### config.mk
export PLATFORM = sky130hd
export DESIGN_NAME = prog_addr_unit
export DESIGN_NICKNAME = d
export VERILOG_FILES = /design/src/rtl/pa_pkg.sv /design/src/rtl/pa_seq_ctrl.sv /design/src/rtl/pa_ret_stack.sv /design/src/rtl/prog_addr_unit.sv
export SDC_FILE = /design/constraint.sdc
export NUM_CORES = 1
export LEC_CHECK = 0
export ABC_AREA = 1
export BUFFER_PORTS_ARGS = -buffer_cell sky130_fd_sc_hd__buf_2
export CAP_MARGIN = 30
export CORE_AREA = 3 3 72 74
export DETAILED_ROUTE_END_ITERATION = 10
export DIE_AREA = 0 0 75 77
export PLACE_DENSITY = 0.83
export SLEW_MARGIN = 40
export SYNTH_ARGS = -nofsm -noshare
export SYNTH_HDL_FRONTEND = slang
export SYNTH_HIERARCHICAL = 1
export SYNTH_SLANG_ARGS = --single-unit
### constraint.sdc
create_clock -name clk -period 3.5 [get_ports clk]
set_input_delay 0.35 -clock clk [delete_from_list [all_inputs] [get_ports clk]]
set_output_delay 0.35 -clock clk [all_outputs]
set_load 0.005 [all_outputs]
### src/rtl/pa_pkg.sv
// Shared types for the program-address unit.
package pa_pkg;
    // Sequencer phase: idle, or the second cycle of an indirect operation.
    typedef enum logic [1:0] {
        SEQ_IDLE  = 2'd0,
        SEQ_JUMP2 = 2'd1,
        SEQ_LOAD2 = 2'd2
    } seq_state_t;
endpackage

### src/rtl/pa_seq_ctrl.sv
// Indirect-operation sequencer.
// Starts a two-cycle indirect jump or indirect load when one is issued
// while idle and not skipped. Reports busy during the second cycle.
// Assumes: the skip strobe cancels an indirect issue; strobes while busy are dropped.
module pa_seq_ctrl
    import pa_pkg::*;
(
    input  logic       clk,
    input  logic       rst_n,
    input  logic       jid_i,
    input  logic       lqid_i,
    input  logic       skip_i,
    output seq_state_t state_o,
    output logic       busy_o,
    output logic       start_jump_o,
    output logic       start_load_o
);
    seq_state_t state_q;

    assign busy_o       = (state_q != SEQ_IDLE);
    assign start_jump_o = !busy_o && !skip_i && jid_i;
    assign start_load_o = !busy_o && !skip_i && !jid_i && lqid_i;
    assign state_o      = state_q;

    // Phase register: enter the second cycle on issue, always return to idle after it.
    always_ff @(posedge clk) begin
        if (!rst_n) begin
            state_q <= SEQ_IDLE;
        end else begin
            case (state_q)
                SEQ_IDLE: begin
                    if (start_jump_o)      state_q <= SEQ_JUMP2;
                    else if (start_load_o) state_q <= SEQ_LOAD2;
                end
                default: state_q <= SEQ_IDLE;
            endcase
        end
    end

    // an issued jump is followed by its second cycle
    a_r4_jump_second: assert property (@(posedge clk) disable iff (!rst_n)
        (!busy_o && jid_i && !skip_i) |=> (busy_o && state_q == SEQ_JUMP2));
    // the busy cycle lasts exactly one cycle
    a_r8_busy_single: assert property (@(posedge clk) disable iff (!rst_n)
        busy_o |=> !busy_o);
    // a skipped word never raises busy
    a_r7_skip_no_busy: assert property (@(posedge clk) disable iff (!rst_n)
        (!busy_o && skip_i) |=> !busy_o);
endmodule

### src/rtl/pa_ret_stack.sv
// Two-entry return stack.
// Push moves the top entry down and writes the top. Pop moves the lower entry up.
// Assumes: push and pop are never requested together.
module pa_ret_stack #(
    parameter int W = 9
) (
    input  logic         clk,
    input  logic         rst_n,
    input  logic         push_i,
    input  logic         pop_i,
    input  logic [W-1:0] push_val_i,
    output logic [W-1:0] sa_o,
    output logic [W-1:0] sb_o
);
    logic [W-1:0] sa_q;
    logic [W-1:0] sb_q;

    assign sa_o = sa_q;
    assign sb_o = sb_q;

    // Stack entries: shift on push, lift on pop, otherwise hold.
    always_ff @(posedge clk) begin
        if (!rst_n) begin
            sa_q <= '0;
            sb_q <= '0;
        end else if (push_i) begin
            sa_q <= push_val_i;
            sb_q <= sa_q;
        end else if (pop_i) begin
            sa_q <= sb_q;
        end
    end

    // push shifts the top entry down
    a_r3_push_shift: assert property (@(posedge clk) disable iff (!rst_n)
        push_i |=> (sb_o == $past(sa_o) && sa_o == $past(push_val_i)));
    // pop lifts the lower entry
    a_r3_pop_lift: assert property (@(posedge clk) disable iff (!rst_n)
        (pop_i && !push_i) |=> (sa_o == $past(sb_o)));
    // the controller never pushes and pops in one cycle
    a_r6_no_clash: assert property (@(posedge clk) disable iff (!rst_n)
        !(push_i && pop_i));
endmodule

### src/rtl/prog_addr_unit.sv
// Program-address unit: counter, return stack, indirect jump and indirect load.
// The counter holds the address after the executing word. Indirect addresses
// are {counter top bits, A, M}. The ROM returns data one cycle after its address.
// Assumes: PC_W > 2*NIB_W; the ROM word width is 2*NIB_W.
module prog_addr_unit
    import pa_pkg::*;
#(
    parameter int PC_W  = 9,
    parameter int NIB_W = 4
) (
    input  logic                 clk,
    input  logic                 rst_n,
    input  logic                 step_i,
    input  logic                 skip_i,
    input  logic                 jid_i,
    input  logic                 lqid_i,
    input  logic                 call_i,
    input  logic                 ret_i,
    input  logic                 load_i,
    input  logic [PC_W-1:0]      load_addr_i,
    input  logic [NIB_W-1:0]     a_i,
    input  logic [NIB_W-1:0]     m_i,
    input  logic [2*NIB_W-1:0]   rom_data_i,
    output logic [PC_W-1:0]      rom_addr_o,
    output logic [PC_W-1:0]      pc_o,
    output logic [2*NIB_W-1:0]   q_o,
    output logic [PC_W-1:0]      sa_o,
    output logic [PC_W-1:0]      sb_o,
    output logic                 busy_o
);
    localparam int LOW_W = 2 * NIB_W;

    seq_state_t       state_w;
    logic             busy_w;
    logic             start_jump_w;
    logic             start_load_w;
    logic [PC_W-1:0]  pc_q;
    logic [PC_W-1:0]  pc_d;
    logic [PC_W-1:0]  pc_inc;
    logic [PC_W-1:0]  ind_addr;
    logic [LOW_W-1:0] q_q;
    logic [PC_W-1:0]  sa_w;
    logic [PC_W-1:0]  sb_w;
    logic             plain_ok;
    logic             do_call;
    logic             do_ret;
    logic             push_w;
    logic             pop_w;

    pa_seq_ctrl u_ctrl (
        .clk          (clk),
        .rst_n        (rst_n),
        .jid_i        (jid_i),
        .lqid_i       (lqid_i),
        .skip_i       (skip_i),
        .state_o      (state_w),
        .busy_o       (busy_w),
        .start_jump_o (start_jump_w),
        .start_load_o (start_load_w)
    );

    assign plain_ok = !busy_w && !skip_i && !jid_i && !lqid_i;
    assign do_call  = plain_ok && call_i;
    assign do_ret   = plain_ok && !call_i && ret_i;
    assign push_w   = start_load_w || do_call;
    assign pop_w    = (state_w == SEQ_LOAD2) || do_ret;

    pa_ret_stack #(.W(PC_W)) u_stack (
        .clk        (clk),
        .rst_n      (rst_n),
        .push_i     (push_w),
        .pop_i      (pop_w),
        .push_val_i (pc_q),
        .sa_o       (sa_w),
        .sb_o       (sb_w)
    );

    assign pc_inc     = pc_q + PC_W'(1);
    assign ind_addr   = {pc_q[PC_W-1:LOW_W], a_i, m_i};
    assign rom_addr_o = (start_jump_w || start_load_w) ? ind_addr : pc_q;

    // Next counter value by sequence phase, then by strobe priority.
    always_comb begin
        pc_d = pc_q;
        if (state_w == SEQ_JUMP2) begin
            pc_d[LOW_W-1:0] = rom_data_i;
        end else if (state_w == SEQ_LOAD2) begin
            pc_d = sa_w;
        end else if (skip_i) begin
            pc_d = pc_inc;
        end else if (jid_i || lqid_i) begin
            pc_d = start_load_w ? ind_addr : pc_q;
        end else if (call_i) begin
            pc_d = load_addr_i;
        end else if (ret_i) begin
            pc_d = sa_w;
        end else if (load_i) begin
            pc_d = load_addr_i;
        end else if (step_i) begin
            pc_d = pc_inc;
        end
    end

    // Counter register.
    always_ff @(posedge clk) begin
        if (!rst_n) pc_q <= '0;
        else        pc_q <= pc_d;
    end

    // Result register: captures the ROM word in the second cycle of an indirect load.
    always_ff @(posedge clk) begin
        if (!rst_n)                      q_q <= '0;
        else if (state_w == SEQ_LOAD2)   q_q <= rom_data_i;
    end

    assign pc_o   = pc_q;
    assign q_o    = q_q;
    assign sa_o   = sa_w;
    assign sb_o   = sb_w;
    assign busy_o = busy_w;

    // reset clears the visible state
    a_r1_reset_clear: assert property (@(posedge clk)
        !rst_n |=> (pc_o == '0 && q_o == '0 && sa_o == '0 && sb_o == '0 && !busy_o));
    // a lone step adds one in plain binary
    a_r2_step_binary: assert property (@(posedge clk) disable iff (!rst_n)
        (!busy_o && step_i && !skip_i && !jid_i && !lqid_i && !call_i && !ret_i && !load_i)
        |=> pc_o == PC_W'($past(pc_o) + PC_W'(1)));
    // a skip advances by one
    a_r7_skip_advance: assert property (@(posedge clk) disable iff (!rst_n)
        (!busy_o && skip_i) |=> pc_o == PC_W'($past(pc_o) + PC_W'(1)));
    // an indirect jump keeps the counter's top bits
    a_r4_jump_page: assert property (@(posedge clk) disable iff (!rst_n)
        start_jump_w |=> ##1 (pc_o[PC_W-1:LOW_W] == $past(pc_o[PC_W-1:LOW_W], 2)));
    // an indirect load restores the counter
    a_r5_load_restore: assert property (@(posedge clk) disable iff (!rst_n)
        start_load_w |=> ##1 (pc_o == $past(pc_o, 2)));
    // the result register changes only after a load's second cycle
    a_r5_q_hold: assert property (@(posedge clk) disable iff (!rst_n)
        (state_w != SEQ_LOAD2) |=> $stable(q_o));
    // net stack effect of an indirect load
    a_r6_load_stack: assert property (@(posedge clk) disable iff (!rst_n)
        start_load_w |=> ##1 (sa_o == $past(sa_o, 2) && sb_o == $past(sa_o, 2)));
endmodule

==> impl_metrics.json, run 1 <==
{
  "status": "finished, final reports clean",
  "initialDrtViolationCount": 221,
  "grtUsageTotal_pct": 25.56,
  "p_leak_nw": 1.552,
  "die-height_um": 77,
  "post-dp-hpwl_um": 5341,
  "yosysWarningCount": 6,
  "core-area_um2": 4661,
  "htreeDepth": 2,
  "seq_area_frac_synth_pct": 29.85,
  "ff2ff_setup_slack_ns": 1.36,
  "final_max_slew_viol_count": 0,
  "insertion_delay_ns": 0.29,
  "port_buffers": 78,
  "area_delta_synth_final_pct": 18.10,
  "drive_gt1_share_pct": 22.90,
  "max-vdd-ir-drop_v": 0.0002320,
  "setup_ws_ns": 1.364,
  "die_area_um2": 5775,
  "synth_top_area_share_pct": 29.85,
  "numClockSinks": 37,
  "clock_path_buffers": 2,
  "timing.rr.start": "u_ctrl/state_o[0]",
  "crit_path_end_kind": "register",
  "synth_cells": 402,
  "ant_nets": 0,
  "fmax_ghz": 0.4682,
  "antenna_found_initial": 0,
  "yosysMostFrequentCell": "nand2_1",
  "crit_type": "reg -> reg",
  "cp.arrival_ns": 2.32,
  "skew_ns": 0.006414,
  "startpoint_type": "register",
  "power_density_nw_per_um2": 338.3,
  "synth_edf_count": 0,
  "post-route-period-util_pct": 61.03,
  "synth_area_leaders": "dfxtp_1, nand2_1, a21oi_1, inv_1, nand3_1",
  "hold_path_depth": 3,
  "yosysTopAreaCell": "dfxtp_1",
  "cts.repair.resized": 0,
  "hp-start": "rom_data_i[0]",
  "reg2reg_depth": 10,
  "hold_path_class": "in -> reg",
  "setup_tns_ns": 0,
  "synth-main-ff-cell": "dfxtp_1",
  "vias_per_cell": 5.287,
  "cp_max_fo": 18,
  "synth_commonest_cells": "nand2_1, inv_1, a21oi_1",
  "hold_violations": 0,
  "r2r_end": "pc_o[6]",
  "drt_pass1_iterations": 4,
  "gp_congestion": 0.9919,
  "relSlewSlack_pct": 56.10,
  "cts_tree": "built",
  "cts-root-buf": "clkbuf_8",
  "worstHoldEndpoint": "q_o[0]",
  "num_antenna_cells": 0,
  "async_flop_share_pct": 0,
  "path_clk_slew_ns": 0.07,
  "setup_viol": 0,
  "ios": 79,
  "synth_cell_types": 38,
  "worstPathRequired_ns": 3.68,
  "wirelength_um": 7129,
  "grt_max_degree": 27,
  "min_period_ns": 2.136,
  "grt_pass1_vias": 2690,
  "syn-num-nets": 439,
  "dieWidth_um": 75,
  "final_nets": 512,
  "vias": 2802,
  "synth_area_per_cell_um2": 6.172,
  "maxCapViolations": 0,
  "rsz0062_at_grt": "no",
  "synth_seq_cells": 37,
  "rows": 25,
  "hold_buffers": 0,
  "cts_buffers": 5,
  "synth_area_um2": 2481,
  "drc_errors": 0,
  "avgRoutedWirePerCell_um": 13.45,
  "grt-ovfl-total": 0,
  "grt_pass1_wl_um": 11820,
  "initial_core_util_pct": 53.23,
  "place_ws_ns": 1.399,
  "tightest_slew_ns": 0.6585,
  "post_cts_buffers": 0
}
## critical path, stage by stage (launching register included)
cell and delay [ns]:
dfxtp_1 0.37, inv_1 0.06, ha_1 0.42, inv_6 0.25
nand2_4 0.09, nor2_2 0.11, nand3_2 0.10, o22ai_4 0.25
inv_2 0.13, o21ai_0 0.18, a21oi_1 0.06
## through the flow
stage	hold WS, ns	area (um^2)	instances	power (mW)	utilization (%)
final	0.3050	2930	530	0.9912	62.87
after global routing	0.3419	2930	530	1.039	62.87
after CTS	0.3051	2930	530	0.9912	62.87
after detailed placement	0.4716	2850	522	0.7099	61.15
after global placement	0.4636	2850	522	0.7069	61.15
after floorplan	0.4686	2481	402	0.6237	-
## kinds of logic (layout without fill, tap and decap cells)
family / count (synthesis) / count (layout) / share of synthesized area (%)
flops: 37 / 37 / 29.85
simple gates: 194 / 194 / 33.43
buf+inv: 78 / 152 / 14.37
mux: 1 / 1 / 0.4538
compound gates: 87 / 87 / 19.67
fa+ha+maj: 3 / 3 / 1.513
xor+xnor: 2 / 2 / 0.7061
## area by class of cell
type / count / area [um^2]
fill: 433 / 1730
sequential: 37 / 740.7
multi-input combinational: 287 / 1384
inverter: 62 / 237.7
clock buffer: 8 / 80.08
tap: 54 / 67.56
timing repair buffer: 82 / 420.4
## flip-flops by register name, summed over array words and instances (netlist names)
register	count
u_stack/sa_o	9
q_o	8
pc_o	9
u_ctrl/state_o	2
u_stack/sb_o	9
## how the worst max path moves through the flow
| stage | cells after the start | start | end |
|---|---|---|---|
| floorplan | 11 | lqid_i | u_stack/sa_o[5] |
| global placement | 12 | lqid_i | u_stack/sa_o[5] |
| detailed placement | 12 | lqid_i | u_stack/sa_o[0] |
| CTS | 10 | u_ctrl/state_o[0] | pc_o[6] |
| global route | 10 | u_ctrl/state_o[0] | pc_o[6] |
| finish | 10 | u_ctrl/state_o[0] | pc_o[6] |
## power breakdown
part           leakage (nW)  switching (mW)  internal, mW  total, mW
clock                0.0395           0.143         0.141      0.285
combinational          1.21           0.142        0.0942      0.237
sequential            0.301          0.0308         0.439      0.470
total                  1.55           0.316         0.675      0.991
## layout by cell type, fill, tap and decap left out, types with 4 or more instances in the layout
cell	count
nand2_1	111
buf_2	78
inv_1	49
a21oi_1	42
nor2_1	37
dfxtp_1	37
nand3_1	34
o21ai_0	20
o21ai_1	12
inv_2	9
clkbuf_8	5
o211ai_1	4
buf_4	4
## metal layers
metal | wire length, um | vias up | part of all wire [%] | track usage (%)
met4 | 184 | 0 | 2.6 | 9.609
met5 | 0 | - | 0 | 0
met2 | 3204 | 144 | 45 | 39.29
met1 | 3086 | 1212 | 43 | 35.02
li1 | - | 1427 | - | -
met3 | 654 | 19 | 9.2 | 4.587
No activity file was read; power rests on OpenSTA's default activity.
==> run 2: changes to the inputs <==
--- a/config.mk
+++ b/config.mk
@@ -8,10 +8,10 @@
 export ABC_AREA = 1
 export BUFFER_PORTS_ARGS = -buffer_cell sky130_fd_sc_hd__buf_2
 export CAP_MARGIN = 30
-export CORE_AREA = 3 3 72 74
+export CORE_AREA = 3 3 74 76
 export DETAILED_ROUTE_END_ITERATION = 10
-export DIE_AREA = 0 0 75 77
-export PLACE_DENSITY = 0.83
+export DIE_AREA = 0 0 77 79
+export PLACE_DENSITY = 0.8
 export SLEW_MARGIN = 40
 export SYNTH_ARGS = -nofsm -noshare
 export SYNTH_HDL_FRONTEND = slang
==> constraint.sdc (replaced) <==
create_clock -name clk -period 2.01 [get_ports clk]
set_input_delay 0.201 -clock clk [delete_from_list [all_inputs] [get_ports clk]]
set_output_delay 0.201 -clock clk [all_outputs]
set_load 0.005 [all_outputs]
==> run 2 against run 1 <==
Compared with the run above:
- critical endpoint is now rom_addr_o[2]
- highest routed layer unchanged
- sequential share of layout area shrank 1.1 points
- hold slack lost 0.16 ns
- sequential power grew 73%
- largest power group unchanged
- clock skew shrank 0.0018 ns
- design area grew 4.9%
- final cell count grew 4.3%
- register-to-register slack lost 1.1 ns
- combinational power grew 87%
- count of clock-buffer cells in the layout shrank 1
==> impl_metrics.json, run 2 (synthesis results as in run 1) <==
{
  "status": "finished, final reports clean",
  "internal-power_mw": 1.353,
  "vias": 2936,
  "grt_pass1_wl_um": 12230,
  "dieWidth_um": 77,
  "port_buffers": 78,
  "layout_common_cells": "nand2_1, buf_2, inv_1",
  "post_cts_buffers": 0,
  "die-height_um": 79,
  "min_period_ns": 1.837,
  "num_antenna_cells": 0,
  "avgRoutedWirePerCell_um": 13.52,
  "grt_max_degree": 21,
  "dp_cells": 545,
  "grt_pass1_vias": 2676,
  "hold_buffers": 0,
  "fmax_ghz": 0.5443,
  "insertion_delay_ns": 0.29,
  "cts_tree": "built",
  "path_clk_slew_ns": 0.07,
  "cts-root-buf": "clkbuf_8",
  "drt_pass1_iterations": 5,
  "die_area_um2": 6083,
  "drive_gt1_share_pct": 25.31,
  "htreeDepth": 2,
  "hold_violations": 0,
  "crit_type": "reg -> out",
  "fin_util_pct": 64.24,
  "max-vdd-ir-drop_v": 0.0003411,
  "ant_nets": 0,
  "cts.repair.resized": 0,
  "seqPwrFrac_pct": 42.3,
  "totalPowerFinal_mw": 1.917,
  "fill_cells": 471,
  "vias_per_cell": 5.309,
  "cts_buffers": 5,
  "clock_path_buffers": 2,
  "crit_path_end_kind": "primary output",
  "power_density_nw_per_um2": 623.5,
  "cp.arrival_ns": 1.64,
  "p_clk_share_pct": 34.6,
  "area_delta_synth_final_pct": 23.90,
  "placed_area_um2": 2954,
  "ios": 79,
  "place_ws_ns": 0.1800,
  "initial_core_util_pct": 51.84,
  "post-route-period-util_pct": 91.40,
  "p_leak_nw": 1.624,
  "layout_commonest_cell": "nand2_1",
  "drc_errors": 0,
  "rsz0062_at_grt": "no",
  "rows": 25,
  "setup_ws_ns": 0.1729,
  "whs_ns": 0.1457,
  "tightest_slew_ns": 0.3424,
  "numClockSinks": 37,
  "core-area_um2": 4786,
  "setup_viol": 0,
  "swShare_pct": 29.43,
  "final_max_slew_viol_count": 0,
  "wirelength_um": 7477,
  "grtUsageTotal_pct": 24.97,
  "grt-ovfl-total": 0,
  "initialDrtViolationCount": 198,
  "gp_congestion": 0.9667,
  "final_nets": 522,
  "setup_tns_ns": 0,
  "hold_path_class": "in -> reg",
  "relSlewSlack_pct": 77.14,
  "antenna_found_initial": 0,
  "skew_ns": 0.004642,
  "cp_max_fo": 12,
  "final_area_um2": 3074,
  "maxCapViolations": 0,
  "p_sw_mw": 0.5641,
  "layoutNonFillerInstCount": 553,
  "post-dp-hpwl_um": 5753,
  "startpoint_type": "register",
  "worstPathRequired_ns": 1.81,
  "comb_power_share_pct": 23.1
}
-- run 2: cell count changes in the layout (fill, tap and decap cells not counted), sizes merged --
cell,change
buf,+10
bufinv,+1
clkbuf,-1
-- run 2: layout make-up --
class | count | area (um^2) | share of cell area, %
multi-input cells | 287 | 1386 | 45.10
well taps | 67 | 83.83 | 2.727
clock inverters | 1 | 30.03 | 0.9768
flip-flops and latches | 37 | 742.0 | 24.14
clock buffers | 7 | 86.33 | 2.808
repair buffers | 92 | 508.0 | 16.52
inverters | 62 | 237.7 | 7.733
-- run 2: worst paths after layout --
kind                                   startpoint              end  slack [ns]  cells past startpoint
worst max-delay path            u_ctrl/state_o[0]    rom_addr_o[2]        0.17                      9
worst min-delay path                rom_data_i[4]           q_o[4]        0.15                      3
worst max register to register  u_ctrl/state_o[0]  u_stack/sa_o[8]        0.23                     11
worst min register to register    u_stack/sb_o[7]  u_stack/sb_o[7]        0.48                      2
-- run 2: critical path, stage by stage (launching register included) --
cell     delay, ns
dfxtp_1       0.38
nor2_2        0.06
nand3_1       0.10
inv_1         0.07
nor2_2        0.14
buf_4         0.15
buf_4         0.18
nor2_1        0.06
a21oi_1       0.10
buf_2         0.12
-- run 2: layer usage --
metal | share of wire, % | global-route usage (%) | up-vias
met5 | 0 | 0 | -
li1 | - | - | 1445
met3 | 8.3 | 4.875 | 21
met2 | 47 | 41.03 | 147
met1 | 42 | 31.96 | 1323
met4 | 2.4 | 10.85 | 0
-- run 2: power groups by stage --
stage          combinational, mW  sequential [mW]  clock [mW]
3_3_place_gp               0.433            0.825           0
6_report                   0.443            0.811       0.663
4_1_cts                    0.440            0.809       0.675
2_1_floorplan              0.267            0.819           0
3_5_place_dp               0.436            0.825           0
5_1_grt                    0.497            0.814       0.718
==> run 3: changes to the inputs <==
==> constraint.sdc (replaced) <==
create_clock -name clk -period 2 [get_ports clk]
set_input_delay 0.2 -clock clk [delete_from_list [all_inputs] [get_ports clk]]
set_output_delay 0.2 -clock clk [all_outputs]
set_load 0.005 [all_outputs]
==> run 3 against run 2 <==
Compared with the run above:
- final cell count rose by 0.18%
- non-clock buffer count rose by 1
- hold slack improved by 0.0098 ns
- wire length fell by 1.8%
- count of clock-buffer cells in the layout fell by 2
- critical path depth fell by 2
- critical path type unchanged
- highest routed layer unchanged
==> impl_metrics.json, run 3 (synthesis results as in run 1) <==
{
  "crit_type": "reg -> out",
  "placed_area_um2": 2962,
  "timing.rr.start": "u_ctrl/state_o[0]",
  "rsz0062_at_grt": "yes",
  "layout_common_cells": "nand2_1, buf_2, inv_1",
  "fill_cells": 465,
  "cts_tree": "built",
  "startpoint_type": "register",
  "cp.arrival_ns": 1.64,
  "cts_buffers": 5,
  "min_period_ns": 1.840,
  "grt_pass1_vias": 2838,
  "antenna_found_initial": 0,
  "power_density_nw_per_um2": 582.1,
  "grt_max_degree": 21,
  "relSlewSlack_pct": 76.66,
  "p_leak_nw": 1.614,
  "post_cts_buffers": 0,
  "max-vdd-ir-drop_v": 0.0002885,
  "initial_core_util_pct": 51.84,
  "cp_max_fo": 3,
  "worstPathRequired_ns": 1.80,
  "grtUsageTotal_pct": 25.21,
  "gp_congestion": 0.9816,
  "ant_nets": 0,
  "clock_path_buffers": 2,
  "numClockSinks": 37,
  "cp-startpoint": "u_ctrl/state_o[1]",
  "cp-endpoint": "rom_addr_o[1]",
  "post-route-period-util_pct": 92.00,
  "area_delta_synth_final_pct": 22.95,
  "initialDrtViolationCount": 207,
  "avgRoutedWirePerCell_um": 13.26,
  "skew_ns": 0.006816,
  "ff2ff_setup_slack_ns": 0.24,
  "vias": 2908,
  "reg2reg_depth": 10,
  "drive_gt1_share_pct": 25.46,
  "grt_pass1_wl_um": 12610,
  "final_max_slew_viol_count": 0,
  "insertion_delay_ns": 0.29,
  "final_nets": 523,
  "drc_errors": 0,
  "crit_path_end_kind": "primary output",
  "grt-ovfl-total": 0,
  "htreeDepth": 2,
  "layout_commonest_cell": "nand2_1",
  "setup_tns_ns": 0,
  "dieWidth_um": 77,
  "port_buffers": 78,
  "fmax_ghz": 0.5435,
  "rows": 25,
  "tightest_slew_ns": 0.3497,
  "final_area_um2": 3050,
  "setup_viol": 0,
  "status": "finished, final reports clean",
  "die_area_um2": 6083,
  "hold_violations": 0,
  "maxCapViolations": 0,
  "num_antenna_cells": 0,
  "r2r_end": "pc_o[6]",
  "ios": 79,
  "path_clk_slew_ns": 0.07,
  "vias_per_cell": 5.249,
  "post-dp-hpwl_um": 5710,
  "core-area_um2": 4786,
  "wirelength_um": 7344,
  "hold_path_class": "in -> reg",
  "drt_pass1_iterations": 6,
  "cts-root-buf": "clkbuf_8",
  "die-height_um": 79
}
[run 3: cell count changes in the layout (fill, tap and decap cells not counted)]
cell,previous run,this run
clkbuf_8,6,5
dfxtp_2,1,0
dfxtp_1,36,37
bufinv_16,1,0
clkinv_2,0,2
clkbuf_1,1,0
buf_4,13,14
clkinvlp_4,0,1
[run 3: area by class of cell]
cell class	count	area [um^2]	area share (%)
clock inverter	3	17.52	0.5742
inverter	62	237.7	7.793
multi-input combinational	287	1386	45.45
tap	67	83.83	2.748
sequential	37	740.7	24.28
timing repair buffer	93	515.5	16.90
clock buffer	5	68.82	2.256
[run 3: through the flow]
| stage | cells | total power, mW | util [%] | setup WS (ns) | hold slack [ns] |
|---|---|---|---|---|---|
| 6_report | 554 | 1.776 | 63.74 | 0.1599 | 0.1554 |
| 5_1_grt | 554 | 1.885 | 63.74 | -0.02243 | 0.1729 |
| 4_1_cts | 554 | 1.786 | 63.69 | 0.05539 | 0.1495 |
| 3_5_place_dp | 546 | 1.271 | 61.88 | 0.1596 | 0.4506 |
| 3_3_place_gp | 546 | 1.267 | 61.88 | 0.2373 | 0.4476 |
| 2_1_floorplan | 402 | 1.091 | - | 0.2479 | 0.3349 |
[run 3: repair_timing]
action | 4_1_cts | 5_1_grt
setup endpoints to repair | 0 | 7
hold buffers | 0 | 0
gates resized for setup | 0 | 1
[run 3: critical path, cell delays in order (launching register included)]
cell and delay (ns):
dfxtp_1 0.38, nor2_2 0.07, nand3_1 0.10, inv_1 0.07
nor2_2 0.15, buf_4 0.15, mux2_2 0.32, buf_2 0.13
[run 3: routing by layer]
layer | vias up | part of all wire, % | wire length (um) | GRT usage [%]
li1 | 1453 | - | - | -
met1 | 1301 | 44 | 3258 | 31.94
met2 | 127 | 45 | 3275 | 41.64
met3 | 27 | 7.7 | 569 | 4.422
met4 | 0 | 3.3 | 242 | 12.10
met5 | - | 0 | 0 | 0
[run 3: how the worst min path moves through the flow]
stage          slack, ns  cells after the start  endpoint     startpoint
2_1_floorplan       0.33                      2    q_o[4]  rom_data_i[4]
3_3_place_gp        0.45                      3    q_o[6]  rom_data_i[6]
3_5_place_dp        0.45                      3    q_o[4]  rom_data_i[4]
4_1_cts             0.15                      3    q_o[3]  rom_data_i[3]
5_1_grt             0.17                      3    q_o[4]  rom_data_i[4]
6_report            0.16                      3    q_o[3]  rom_data_i[3]
[run 3: power breakdown]
part,internal (mW),leakage (nW),switching (mW),total [mW]
combinational,0.187,1.27,0.264,0.451
clock,0.241,0.0439,0.273,0.514
sequential,0.768,0.301,0.0428,0.811
total,1.20,1.61,0.580,1.78
